## src/rtl/rps_pkg.sv

```systemverilog
package rps_pkg;

    typedef enum logic [1:0] {
        PH_HPD  = 2'd0,
        PH_RST  = 2'd1,
        PH_INIT = 2'd2,
        PH_RDY  = 2'd3
    } rps_phase_e;

    typedef struct packed {
        logic active;
        logic exiting;
    } rps_stby_t;

    // counter width able to hold values 0..n
    function automatic int cnt_w(input int n);
        return (n < 2) ? 1 : $clog2(n + 1);
    endfunction

    function automatic int max2(input int a, input int b);
        return (a > b) ? a : b;
    endfunction

endpackage

```

## src/rtl/rps_pulse_qual.sv

```systemverilog
module rps_pulse_qual
    import rps_pkg::*;
#(
    parameter int PULSE_MIN = 1356
) (
    input  logic clk,
    input  logic rst,
    input  logic por,
    input  logic pin,
    input  logic in_hpd,
    output logic armed
);
    localparam int HW = cnt_w(PULSE_MIN);

    logic leave;
    assign leave = in_hpd && !por && !pin && armed;

    generate
        if (PULSE_MIN <= 1) begin : g_any
            always_ff @(posedge clk) begin
                if (rst || por || pin) begin
                    armed <= 1'b1;
                end else if (leave) begin
                    armed <= 1'b0;
                end
            end
        end else begin : g_count
            localparam logic [HW-1:0] LAST = HW'(PULSE_MIN - 1);
            logic [HW-1:0] hcnt;
            always_ff @(posedge clk) begin
                if (rst) begin
                    armed <= 1'b1;
                    hcnt  <= '0;
                end else if (por) begin
                    armed <= 1'b1;
                    hcnt  <= '0;
                end else if (pin) begin
                    if (hcnt == LAST) begin
                        armed <= 1'b1;
                    end else begin
                        hcnt <= hcnt + 1'b1;
                    end
                end else begin
                    hcnt <= '0;
                    if (leave) begin
                        armed <= 1'b0;
                    end
                end
            end
        end
    endgenerate

endmodule

```

## src/rtl/rps_phase_seq.sv

```systemverilog
module rps_phase_seq
    import rps_pkg::*;
#(
    parameter int RST_CYC  = 1356,
    parameter int INIT_CYC = 1356
) (
    input  logic       clk,
    input  logic       rst,
    input  logic       kill,
    input  logic       armed,
    output rps_phase_e phase
);
    localparam int PW = cnt_w(max2(RST_CYC, INIT_CYC));
    localparam logic [PW-1:0] RST_LAST  = PW'(RST_CYC - 1);
    localparam logic [PW-1:0] INIT_LAST = PW'(INIT_CYC - 1);

    logic [PW-1:0] pcnt;

    always_ff @(posedge clk) begin
        if (rst || kill) begin
            phase <= PH_HPD;
            pcnt  <= '0;
        end else begin
            unique case (phase)
                PH_HPD: begin
                    pcnt <= '0;
                    if (armed) phase <= PH_RST;
                end
                PH_RST: begin
                    if (pcnt == RST_LAST) begin
                        phase <= PH_INIT;
                        pcnt  <= '0;
                    end else begin
                        pcnt <= pcnt + 1'b1;
                    end
                end
                PH_INIT: begin
                    if (pcnt == INIT_LAST) begin
                        phase <= PH_RDY;
                        pcnt  <= '0;
                    end else begin
                        pcnt <= pcnt + 1'b1;
                    end
                end
                default: begin
                    pcnt <= '0;
                end
            endcase
        end
    end

endmodule

```

## src/rtl/rps_standby.sv

```systemverilog
module rps_standby
    import rps_pkg::*;
#(
    parameter int STBY_EXIT = 4
) (
    input  logic clk,
    input  logic rst,
    input  logic kill,
    input  logic ready,
    input  logic wr,
    input  logic wdata,
    output logic active
);
    localparam int EW = cnt_w(STBY_EXIT);
    localparam logic [EW-1:0] EXIT_LAST = EW'(STBY_EXIT - 1);

    rps_stby_t     st;
    logic [EW-1:0] ecnt;

    always_ff @(posedge clk) begin
        if (rst || kill) begin
            st   <= '0;
            ecnt <= '0;
        end else if (wr && wdata && ready) begin
            st.active  <= 1'b1;
            st.exiting <= 1'b0;
            ecnt       <= '0;
        end else if (wr && !wdata && st.active && !st.exiting) begin
            st.exiting <= 1'b1;
            ecnt       <= '0;
        end else if (st.exiting) begin
            if (ecnt == EXIT_LAST) begin
                st   <= '0;
                ecnt <= '0;
            end else begin
                ecnt <= ecnt + 1'b1;
            end
        end
    end

    assign active = st.active;

endmodule

```

## src/rtl/rps_rx_pwr.sv

```systemverilog
module rps_rx_pwr (
    input  logic clk,
    input  logic rst,
    input  logic kill,
    input  logic ready,
    input  logic stby,
    input  logic apd_wr,
    input  logic apd_wdata,
    input  logic busy,
    output logic rx_pwr,
    output logic apd
);
    always_ff @(posedge clk) begin
        if (rst || kill) begin
            apd    <= 1'b0;
            rx_pwr <= 1'b0;
        end else begin
            if (apd_wr) apd <= apd_wdata;
            rx_pwr <= ready && !stby && (!apd || busy);
        end
    end
endmodule

```

## src/rtl/rdr_pwr_seq.sv

```systemverilog
module rdr_pwr_seq
    import rps_pkg::*;
#(
    parameter int PULSE_MIN = 1356,
    parameter int RST_CYC   = 1356,
    parameter int INIT_CYC  = 2048,
    parameter int STBY_EXIT = 4
) (
    input  logic clk,
    input  logic rst,
    input  logic por_i,
    input  logic pd_pin_i,
    input  logic stby_wr_i,
    input  logic stby_wdata_i,
    input  logic apd_wr_i,
    input  logic apd_wdata_i,
    input  logic rx_busy_i,
    output logic ph_hpd_o,
    output logic ph_rst_o,
    output logic ph_init_o,
    output logic ph_rdy_o,
    output logic clkbuf_en_o,
    output logic sink_en_o,
    output logic rx_pwr_o,
    output logic stby_bit_o,
    output logic apd_bit_o
);
    rps_phase_e phase;
    logic       kill;
    logic       armed;
    logic       stby;

    assign kill = por_i || pd_pin_i;

    rps_pulse_qual #(.PULSE_MIN(PULSE_MIN)) u_qual (
        .clk    (clk),
        .rst    (rst),
        .por    (por_i),
        .pin    (pd_pin_i),
        .in_hpd (phase == PH_HPD),
        .armed  (armed)
    );

    rps_phase_seq #(.RST_CYC(RST_CYC), .INIT_CYC(INIT_CYC)) u_seq (
        .clk   (clk),
        .rst   (rst),
        .kill  (kill),
        .armed (armed),
        .phase (phase)
    );

    rps_standby #(.STBY_EXIT(STBY_EXIT)) u_stby (
        .clk    (clk),
        .rst    (rst),
        .kill   (kill),
        .ready  (phase == PH_RDY),
        .wr     (stby_wr_i),
        .wdata  (stby_wdata_i),
        .active (stby)
    );

    rps_rx_pwr u_rx (
        .clk       (clk),
        .rst       (rst),
        .kill      (kill),
        .ready     (phase == PH_RDY),
        .stby      (stby),
        .apd_wr    (apd_wr_i),
        .apd_wdata (apd_wdata_i),
        .busy      (rx_busy_i),
        .rx_pwr    (rx_pwr_o),
        .apd       (apd_bit_o)
    );

    assign ph_hpd_o    = (phase == PH_HPD);
    assign ph_rst_o    = (phase == PH_RST);
    assign ph_init_o   = (phase == PH_INIT);
    assign ph_rdy_o    = (phase == PH_RDY);
    assign clkbuf_en_o = !stby;
    assign sink_en_o   = !stby && (phase != PH_HPD);
    assign stby_bit_o  = stby;

endmodule

```

## config.mk

```make
export PLATFORM = sky130hd
export DESIGN_NAME = rdr_pwr_seq
export DESIGN_NICKNAME = d
export VERILOG_FILES = /design/src/rtl/rps_pkg.sv /design/src/rtl/rps_pulse_qual.sv /design/src/rtl/rps_phase_seq.sv /design/src/rtl/rps_standby.sv /design/src/rtl/rps_rx_pwr.sv /design/src/rtl/rdr_pwr_seq.sv
export SDC_FILE = /design/constraint.sdc
export NUM_CORES = 1
export LEC_CHECK = 0
export BUFFER_PORTS_ARGS = -buffer_cell sky130_fd_sc_hd__buf_2
export CORE_MARGIN = 2
export CORE_UTILIZATION = 45
export CTS_BUF_LIST = sky130_fd_sc_hd__clkbuf_16
export CTS_CLUSTER_SIZE = 10
export DETAILED_ROUTE_END_ITERATION = 8
export PLACE_DENSITY_LB_ADDON = 0.05
export SETUP_SLACK_MARGIN = 0.3
export SLEW_MARGIN = 20
export SYNTH_ARGS = -nofsm -noshare
export SYNTH_HDL_FRONTEND = slang
export SYNTH_SLANG_ARGS = --single-unit
```

## constraint.sdc

```tcl
create_clock -name clk -period 2 [get_ports clk]
set_input_delay 0.2 -clock clk [delete_from_list [all_inputs] [get_ports clk]]
set_output_delay 0.2 -clock clk [all_outputs]
set_load 0.01 [all_outputs]
```

; After elaboration in Yosys (flattened, before gate mapping)
; Cells that the tools add are included.
[totals]
register_bits = 33
in_bits = 9
output_inout_bits = 9
word_cells = 74
[op_classes]
n_addsub = 3
n_eq_ne = 12
n_mux = 16
n_bitwise = 1
reduce_logical = 33
[ops]
columns = op, n
row1 = $eq A12 B11 Y1 const B, 2
row2 = $mux W12, 2
row3 = $pmux W12 S2, 1
row4 = $add A12 B1 Y12 const B, 1
row5 = $mux W2, 6
row6 = $add A11 B1 Y11 const B, 1
row7 = $eq A11 B11 Y1 const B, 1
row8 = $logic_and A1 B1 Y1, 11
row9 = $ne A2 B1 Y1 const B, 4
row10 = $reduce_bool A2 Y1, 4
row11 = $logic_not A1 Y1, 6
row12 = $pmux W2 S3, 1
row13 = $reduce_or A3 Y1, 2
row14 = $mux W1, 5
row15 = $eq A2 B2 Y1 const B, 2
row16 = $reduce_and A4 Y1, 1
row17 = $reduce_or A2 Y1, 2
row18 = $add A3 B1 Y3 const B, 1
row19 = $eq A3 B2 Y1 const B, 1
row20 = $logic_or A1 B1 Y1, 3
row21 = $mux W3, 1
row22 = $reduce_and A3 Y1, 1
row23 = $reduce_bool A3 Y1, 1
row24 = $eq A2 B1 Y1 const B, 1
row25 = 4 further kinds, 4

; Depth between registers and ports, before layout
; Gate-level depths: netlist (run 1).
[logic_depth]
ltp_word = 6
depth_mapped = 6
mapped_depth_nobuf = 5

; By module
; Synthesis (run 1) repeated with hierarchy kept, for this count alone.
[unflattened]
cells_unflattened = 186
hier_area_um2 = 1662.8
[by_module_without_submodules]
columns = module, instances, cells_per_inst, area_each_um2
row1 = rps_phase_seq, 1, 81, 718.2
row2 = rps_pulse_qual, 1, 68, 603.1
row3 = rps_standby, 1, 23, 224.0
row4 = rps_rx_pwr, 1, 7, 73.8
row5 = rdr_pwr_seq, 1, 7, 43.8

; Worst setup path before layout (run 1)
; OpenSTA, ideal clock, no wires.
[synth_path]
path_type = flip-flop to flip-flop
start = reg u_seq.pcnt[0]
end = reg u_seq.pcnt[10]
setup_ns = 0.115
arrival_time_ns = 1.736
slack_ns = 0.149
stages_incl_launch_ff = 7
path_buffers = 1
synth_period_minus_slack_ns = 1.851
path_cell_list = dfxtp_1 > ha_1 > or4b_4 > o41ai_4 > a21o_1 > buf_6 > nor2_1
[synth_via]
elab_chain_cells = 3
elab_cells_between_ends = 6
classes_between = add/sub (1) / eq/ne (2) / mux (3)
[synth_lines]
columns = element, line_no
row1 = "start, declared", rps_phase_seq.sv:17  ; logic [PW-1:0] pcnt;
row2 = "start signal, assigned", rps_phase_seq.sv:34  ; pcnt <= pcnt + 1'b1;
row3 = "start signal, assigned", rps_phase_seq.sv:42  ; pcnt <= pcnt + 1'b1;
row4 = $add A12 B1 Y12 (tied with other cells), "rps_phase_seq.sv:34, rps_phase_seq.sv:42"
row5 = $mux W12 (on tied branches), "rps_phase_seq.sv:38, rps_phase_seq.sv:30"
row6 = $pmux W12 S2 *, rps_phase_seq.sv:24  ; unique case (phase)
; Mark *: on every way between the ends. The rest lies on a longest branch, timed or not.
; A chain may end at the register's enable or synchronous reset.

; Worst setup path after layout (run 1)
[layout_path]
start = reg u_seq.pcnt[0]
end = reg u_seq.phase[1]
[layout_via]
elab_chain_cells = 3
elab_cells_between_ends = 5
classes_between = eq/ne (4) / reduce/logical (1)
[layout_lines]
columns = element, line_no
row1 = $eq A12 B11 Y1 (on tied branches), "rps_phase_seq.sv:38, rps_phase_seq.sv:30"
row2 = $ne A2 B1 Y1 (no line), -
row3 = $reduce_and A4 Y1 (no line) *, -
row4 = "end signal, assigned", rps_phase_seq.sv:27  ; if (armed) phase <= PH_RST;
row5 = "end signal, assigned", rps_phase_seq.sv:31  ; phase <= PH_INIT;
row6 = "end signal, assigned", rps_phase_seq.sv:39  ; phase <= PH_RDY;
row7 = "end, declared", rps_phase_seq.sv:11  ; output rps_phase_e phase
; Marks and branches as above.

==> impl_metrics.ini, run 1 <==
[sta]
fin_tns_setup_ps = 0
relSlewSlack_pct = 74.6
rsz0062_at_grt = true
post-route-min-period_ps = 1680
setup_viol = 0
fmax_ghz = 0.594
finalCritPeriodShare_pct = 84.2
finalHoldViolCount = 0
finalMaxSlewViolations = 0
worstMarginPinSlew_ps = 378
finalClockSkew_ps = 2.84

[critical_path]
r2r_slack_ps = 320
cp_num_buf_inv = 1
critPathMaxFanout = 3
worstPathRequired_ps = 2160
critPathKind = reg -> reg
cp.arrival_ps = 1840
crit_family = simple AND/OR/NAND/NOR gates
critPathCaptureType = flip-flop
cp_cell_sequence = ha_4 -> or4b_4 -> o41ai_4 -> buf_4 -> nand3_4 -> mux2i_1
cp_slowest_cell = or4b_4
worstReg2RegEnd = u_seq.phase[1]$_SDFFE_PP0P_
cp-start-kind = flip-flop
critPathMaxStageDelay_ps = 460
rr_startpoint = u_seq.pcnt[0]$_SDFF_PP0_
ff2ff_path_depth = 6

[worst_hold_path]
hold_class = in -> reg
min_from = apd_wdata_i
holdPathStages = 3
hold_end = u_rx.apd$_SDFFE_PP0P_

[clocking]
cts_root_buf = clkbuf_16
hold_buffers = 0
htree_levels = 2
cts_tree = built
clk_latency_ps = 270
clock_sinks = 33
ctsLongestPathBuffers = 2
cts_made_buffers = 5
path_clk_slew_ps = 50

[global_routing]
grt_pass1_vias = 1338
grt_start_max_net_pins = 12
grt_overflow = 0
grt_usage_pct = 17.5
grt_antenna_before_repair = 0
grt_first_pass_wirelength_mm = 5.43

[power_and_ir_drop]
p_int_w = 0.00113
ir_drop_mv = 0.496
clock_power_share_pct = 49.0
switching_share_pct = 19.5
seq_power_share_pct = 47.4
p_sw_w = 0.000274
combPwrFrac_pct = 3.6
leakage_nw = 0.701
p_per_area_nw_per_um2 = 737

[synthesis]
synth_warnings = 0
synth_edf_count = 0
ys.flop_type = dfxtp_1
synth_top_area_share_pct = 42.4
synthCells = 175
async_flop_share_pct = 0
synth_nets = 192
synth_area_per_cell_um2 = 8.90
yosysUniqueCellTypes = 33
synth.area.top_cells = dfxtp_1 (42%), ha_1 (6.4%), nor2_1 (5.8%)
synth_area_leader_cell = dfxtp_1
netlist_area_um2 = 1560
yosysSeqAreaShare_pct = 42.4
yosys_register_bits = 33

[job]
drv_cap = 0

[layout]
drive_gt1_share_pct = 18.1
n_antenna_cell = 0
stdcell_count = 250
finalNetCount = 221
final_cell_mix = dfxtp_1 (31), nor2_1 (24), buf_2 (17), nand2_1 (16)
syn_to_final_growth_pct = 22.2
n_fill_cell = 312
final_common_cell = dfxtp_1

[floorplanning]
dieArea_um2 = 3950
coreArea_um2 = 3340
boundaryPins = 18
die_x_um = 62.8
num_rows = 21
start_util_pct = 46.7
dieHeight_um = 62.8

[route]
ant_nets = 0
drtIter0Drc = 46
first_pass_iters = 4
via_per_inst = 5.14
wl_mm = 3.04
routedWlPerCell_um = 12.2
vias = 1284
drcViolationCount = 0

[place]
gp_congestion = 0.770
dp_hpwl_mm = 2.14
placedCellCount = 241
portBuffers = 17

[run_status]
status = finished clean
how the worst max path moves through the flow:
| stage | from | to | slack [ps] | cells past startpoint |
|---|---|---|---|---|
| finish | u_seq.pcnt[0]$_SDFF_PP0_ | u_seq.phase[1]$_SDFFE_PP0P_ | 320 | 6 |
| global route | u_seq.pcnt[0]$_SDFF_PP0_ | u_seq.phase[1]$_SDFFE_PP0P_ | 240 | 6 |
| CTS | u_seq.pcnt[0]$_SDFF_PP0_ | u_seq.phase[1]$_SDFFE_PP0P_ | 230 | 6 |
| detailed placement | u_seq.pcnt[1]$_SDFF_PP0_ | u_seq.pcnt[5]$_SDFF_PP0_ | 160 | 5 |
| global placement | u_seq.pcnt[1]$_SDFF_PP0_ | u_seq.pcnt[5]$_SDFF_PP0_ | 220 | 5 |
| floorplan | u_seq.pcnt[0]$_SDFF_PP0_ | u_seq.pcnt[10]$_SDFF_PP0_ | 300 | 6 |
cell type report:
class                      count  area (µm²)  share of cell area, %
clock buffer                   5         125                   6.57
clock inverter                 2        7.51                  0.394
inverter                       9        33.8                   1.78
multi-input combinational    132         886                   46.5
sequential                    33         663                   34.8
tap                           46        57.6                   3.02
timing repair buffer          23         130                   6.84
cells in the mapped netlist, types with 5 or more instances:
cell type / count
dfxtp_1: 33
nor2_1: 24
nand2_1: 16
nand3_1: 10
xor2_1: 10
a21oi_1: 9
inv_1: 9
ha_1: 8
nand4_1: 7
o21ai_0: 6
xnor2_1: 6
nand2b_1: 5
nor3_1: 5
metal layers:
| layer | vias to the layer above | routed length [µm] | global-route usage (%) |
|---|---|---|---|
| met5 | - | 0 | 0 |
| met4 | 0 | 48 | 8.61 |
| met3 | 5 | 99 | 4.86 |
| met2 | 23 | 1520 | 30.5 |
| met1 | 595 | 1380 | 19.6 |
| li1 | 661 | - | - |
metrics by stage:
| stage | setup WS (ps) | hold slack, ps | cell area [µm²] | total power, W | util [%] |
|---|---|---|---|---|---|
| 2_1_floorplan | 304 | 332 | 1560 | 0.000704 | - |
| 3_3_place_gp | 216 | 395 | 1720 | 0.000725 | 51.6 |
| 3_5_place_dp | 162 | 402 | 1720 | 0.000726 | 51.6 |
| 4_1_cts | 232 | 165 | 1890 | 0.00142 | 56.6 |
| 5_1_grt | 241 | 193 | 1900 | 0.00146 | 57.0 |
| 6_report | 317 | 165 | 1900 | 0.00140 | 57.0 |
flip-flops by register name (all words and copies together) (netlist names):
signal               flops
u_qual.armed             1
u_qual.g_count.hcnt     11
u_rx.apd                 1
u_rx.rx_pwr              1
u_seq.pcnt              12
u_seq.phase              2
u_stby.active            1
u_stby.ecnt              3
u_stby.st                1
power groups by stage:
stage | logic [W] | registers, W | clock network, W
after global placement | 0.0000468 | 0.000678 | 0
after CTS | 0.0000490 | 0.000665 | 0.000708
after global routing | 0.0000565 | 0.000665 | 0.000737
final | 0.0000499 | 0.000666 | 0.000688
after detailed placement | 0.0000479 | 0.000678 | 0
after floorplan | 0.0000264 | 0.000678 | 0
worst register-to-register path, cell delays in order, from the launching register on:
cell and delay, ps:
dfxtp_2 340, ha_4 130, or4b_4 460, o41ai_4 240, buf_4 190, nand3_4 70, mux2i_1 130
what timing repair did:
item	in CTS	in global routing
resized for setup	4	2
endpoints found under the setup margin	13	14
buffers inserted	2	0
pin swaps	4	1
cells by family (layout without fill, tap and decap cells):
family          after synthesis  count (layout)  synth area share, %
fa+ha+maj                     8               8                 6.43
mux                           4               4                 2.65
flops                        33              33                 42.4
xor+xnor                     16              16                 9.00
buf+inv                      10              39                 2.89
compound gates               22              22                 10.0
simple gates                 82              82                 26.6
(Power assumes the default switching activity.)
==> inputs of run 2 (changes only) <==
clock period = 1.35 ns   (was 2 ns; I/O delays follow)
==> run 2 against run 1 <==
The flow now finishes with violations (negative setup slack). Critical endpoint is now u_seq.pcnt[7]$_SDFF_PP0_. Maximum frequency is 3.6% lower. Wire length increased by 28%. Global-route usage increased by 3.9 points. Worst hold slack lost 44 ps. Count of clock-buffer cells in the layout is the same. Combinational power rose by 140%. Sequential share of layout area is 7.5 points lower. Design area rose by 34%. Flip-flop and latch count is the same.
==> impl_metrics.ini, run 2 (synthesis gave the netlist of run 1 again) <==
[place]
dp_hpwl_mm = 2.55
pre_cts_ws_ps = -344
gp_congestion = 0.823
placedCellCount = 268
portBuffers = 17

[layout]
stdcell_count = 288
drive_gt1_share_pct = 47.1
largestRegisters = u_seq.pcnt x12, u_qual.g_count.hcnt x11, u_stby.ecnt x3
seq_area_um2 = 696
largest_reg_flops = 12
n_antenna_cell = 0
multi_input_area_um2 = 1110
syn_to_final_growth_pct = 63.5
n_fill_cell = 233
finalNetCount = 258
utilization_pct = 76.3
final_common_cell = buf_4
final_cell_mix = buf_4 (29), nor2_1 (21), buf_6 (17), dfxtp_1 (17), nand2_1 (14)
regMostFlops = u_seq.pcnt

[clocking]
path_clk_slew_ps = 50
ctsLongestPathBuffers = 2
cts_root_buf = clkbuf_16
clk_latency_ps = 270
cts_made_buffers = 5
cts_tree = built
htree_levels = 2
clock_sinks = 33
hold_buffers = 0

[critical_path]
cp.arrival_ps = 1900
cp_slowest_cell = or4b_4
cp_num_buf_inv = 1
worstPathRequired_ps = 1510
crit_family = compound AO/OA/AOI/OAI gates
critPathCaptureType = flip-flop
cp.depth = 6
cp-start-kind = flip-flop
critPathMaxFanout = 11
ff2ff_path_depth = 6
critPathKind = reg -> reg
critPathMaxStageDelay_ps = 460
cp_cell_sequence = ha_4 -> or4b_4 -> o41ai_4 -> a21o_1 -> buf_12 -> nor2_1

[global_routing]
grt_antenna_before_repair = 0
grt_overflow = 0
grt_first_pass_wirelength_mm = 6.60
grt_usage_pct = 21.4
grt_pass1_vias = 1486
grt_start_max_net_pins = 12

[worst_hold_path]
hold_class = in -> reg
holdPathStages = 3

[sta]
finalClockSkew_ps = 2.92
relSlewSlack_pct = 77.0
worstMarginPinSlew_ps = 343
finalHoldViolCount = 0
finalCritPeriodShare_pct = 129
fmax_ghz = 0.573
rsz0062_at_grt = true
holdWs_ps = 121
post-route-min-period_ps = 1750
finalMaxSlewViolations = 0
setup_viol = 14
setup_slack_ps = -396

[route]
first_pass_iters = 4
vias = 1472
routedWlPerCell_um = 13.5
drt-met1-wl_mm = 1.74
ant_nets = 0
wl_met2_mm = 2.02
via_per_inst = 5.11
wl_mm = 3.89
highest_layer = met4
met3_length_um = 88
drtIter0Drc = 60
drcViolationCount = 0

[power_and_ir_drop]
p_per_area_nw_per_um2 = 839
ir_drop_mv = 0.551
leakage_nw = 1.01
power_w = 0.00214

[floorplanning]
start_util_pct = 46.7
boundaryPins = 18
die_x_um = 62.8
coreArea_um2 = 3340
num_rows = 21
dieArea_um2 = 3950
dieHeight_um = 62.8

[run_status]
violations = negative setup slack
status = finished, violations left

[job]
drv_cap = 0
[run 2: through the flow]
step           setup TNS [ps]  area (µm²)
5_1_grt                 -6430        2550
3_3_place_gp            -4060        2000
6_report                -5260        2550
4_1_cts                 -4570        2380
3_5_place_dp            -4490        2000
2_1_floorplan           -3730        1620
[run 2: where the power goes]
part / internal, W / leakage (nW) / switching [W]
registers: 0.000971 / 0.276 / 0.00000596
clock network: 0.000662 / 0.0776 / 0.000380
logic: 0.0000600 / 0.656 / 0.0000588
[run 2: path summary, 6_finish.rpt]
check / startpoint / end / slack, ps
worst min register to register: u_stby.ecnt[2]$_SDFFE_PP0P_ / u_stby.ecnt[2]$_SDFFE_PP0P_ / 450
worst max-delay path: u_seq.pcnt[1]$_SDFF_PP0_ / u_seq.pcnt[7]$_SDFF_PP0_ / -400
worst max register to register: u_seq.pcnt[1]$_SDFF_PP0_ / u_seq.pcnt[7]$_SDFF_PP0_ / -400
worst min-delay path: apd_wr_i / u_rx.apd$_SDFFE_PP0P_ / 120
[run 2: routing by layer]
layer	GRT usage [%]	vias to the layer above
met1	24.7	700
li1	-	743
met2	37.4	25
met5	0	-
met4	9.17	0
met3	5.41	4
[run 2: cell type report]
class                      count  share of cell area [%]
clock buffer                   5                    4.91
clock inverter                 3                   0.442
inverter                       9                    1.62
multi-input combinational    132                    43.4
sequential                    33                    27.3
tap                           46                    2.26
timing repair buffer          60                    20.0
[run 2: tightest hold or removal path: cells and delay by family]
kind,cells,cell delay [ps]
buffers and inverters,1,90
muxes,1,60
and+or+nand+nor,1,70
[run 2: timing repair]
item                                    in CTS  in global routing
endpoints found under the setup margin      32                 33
pin swaps                                   16                 18
setup buffers                                7                  5
resized for setup                           48                 26
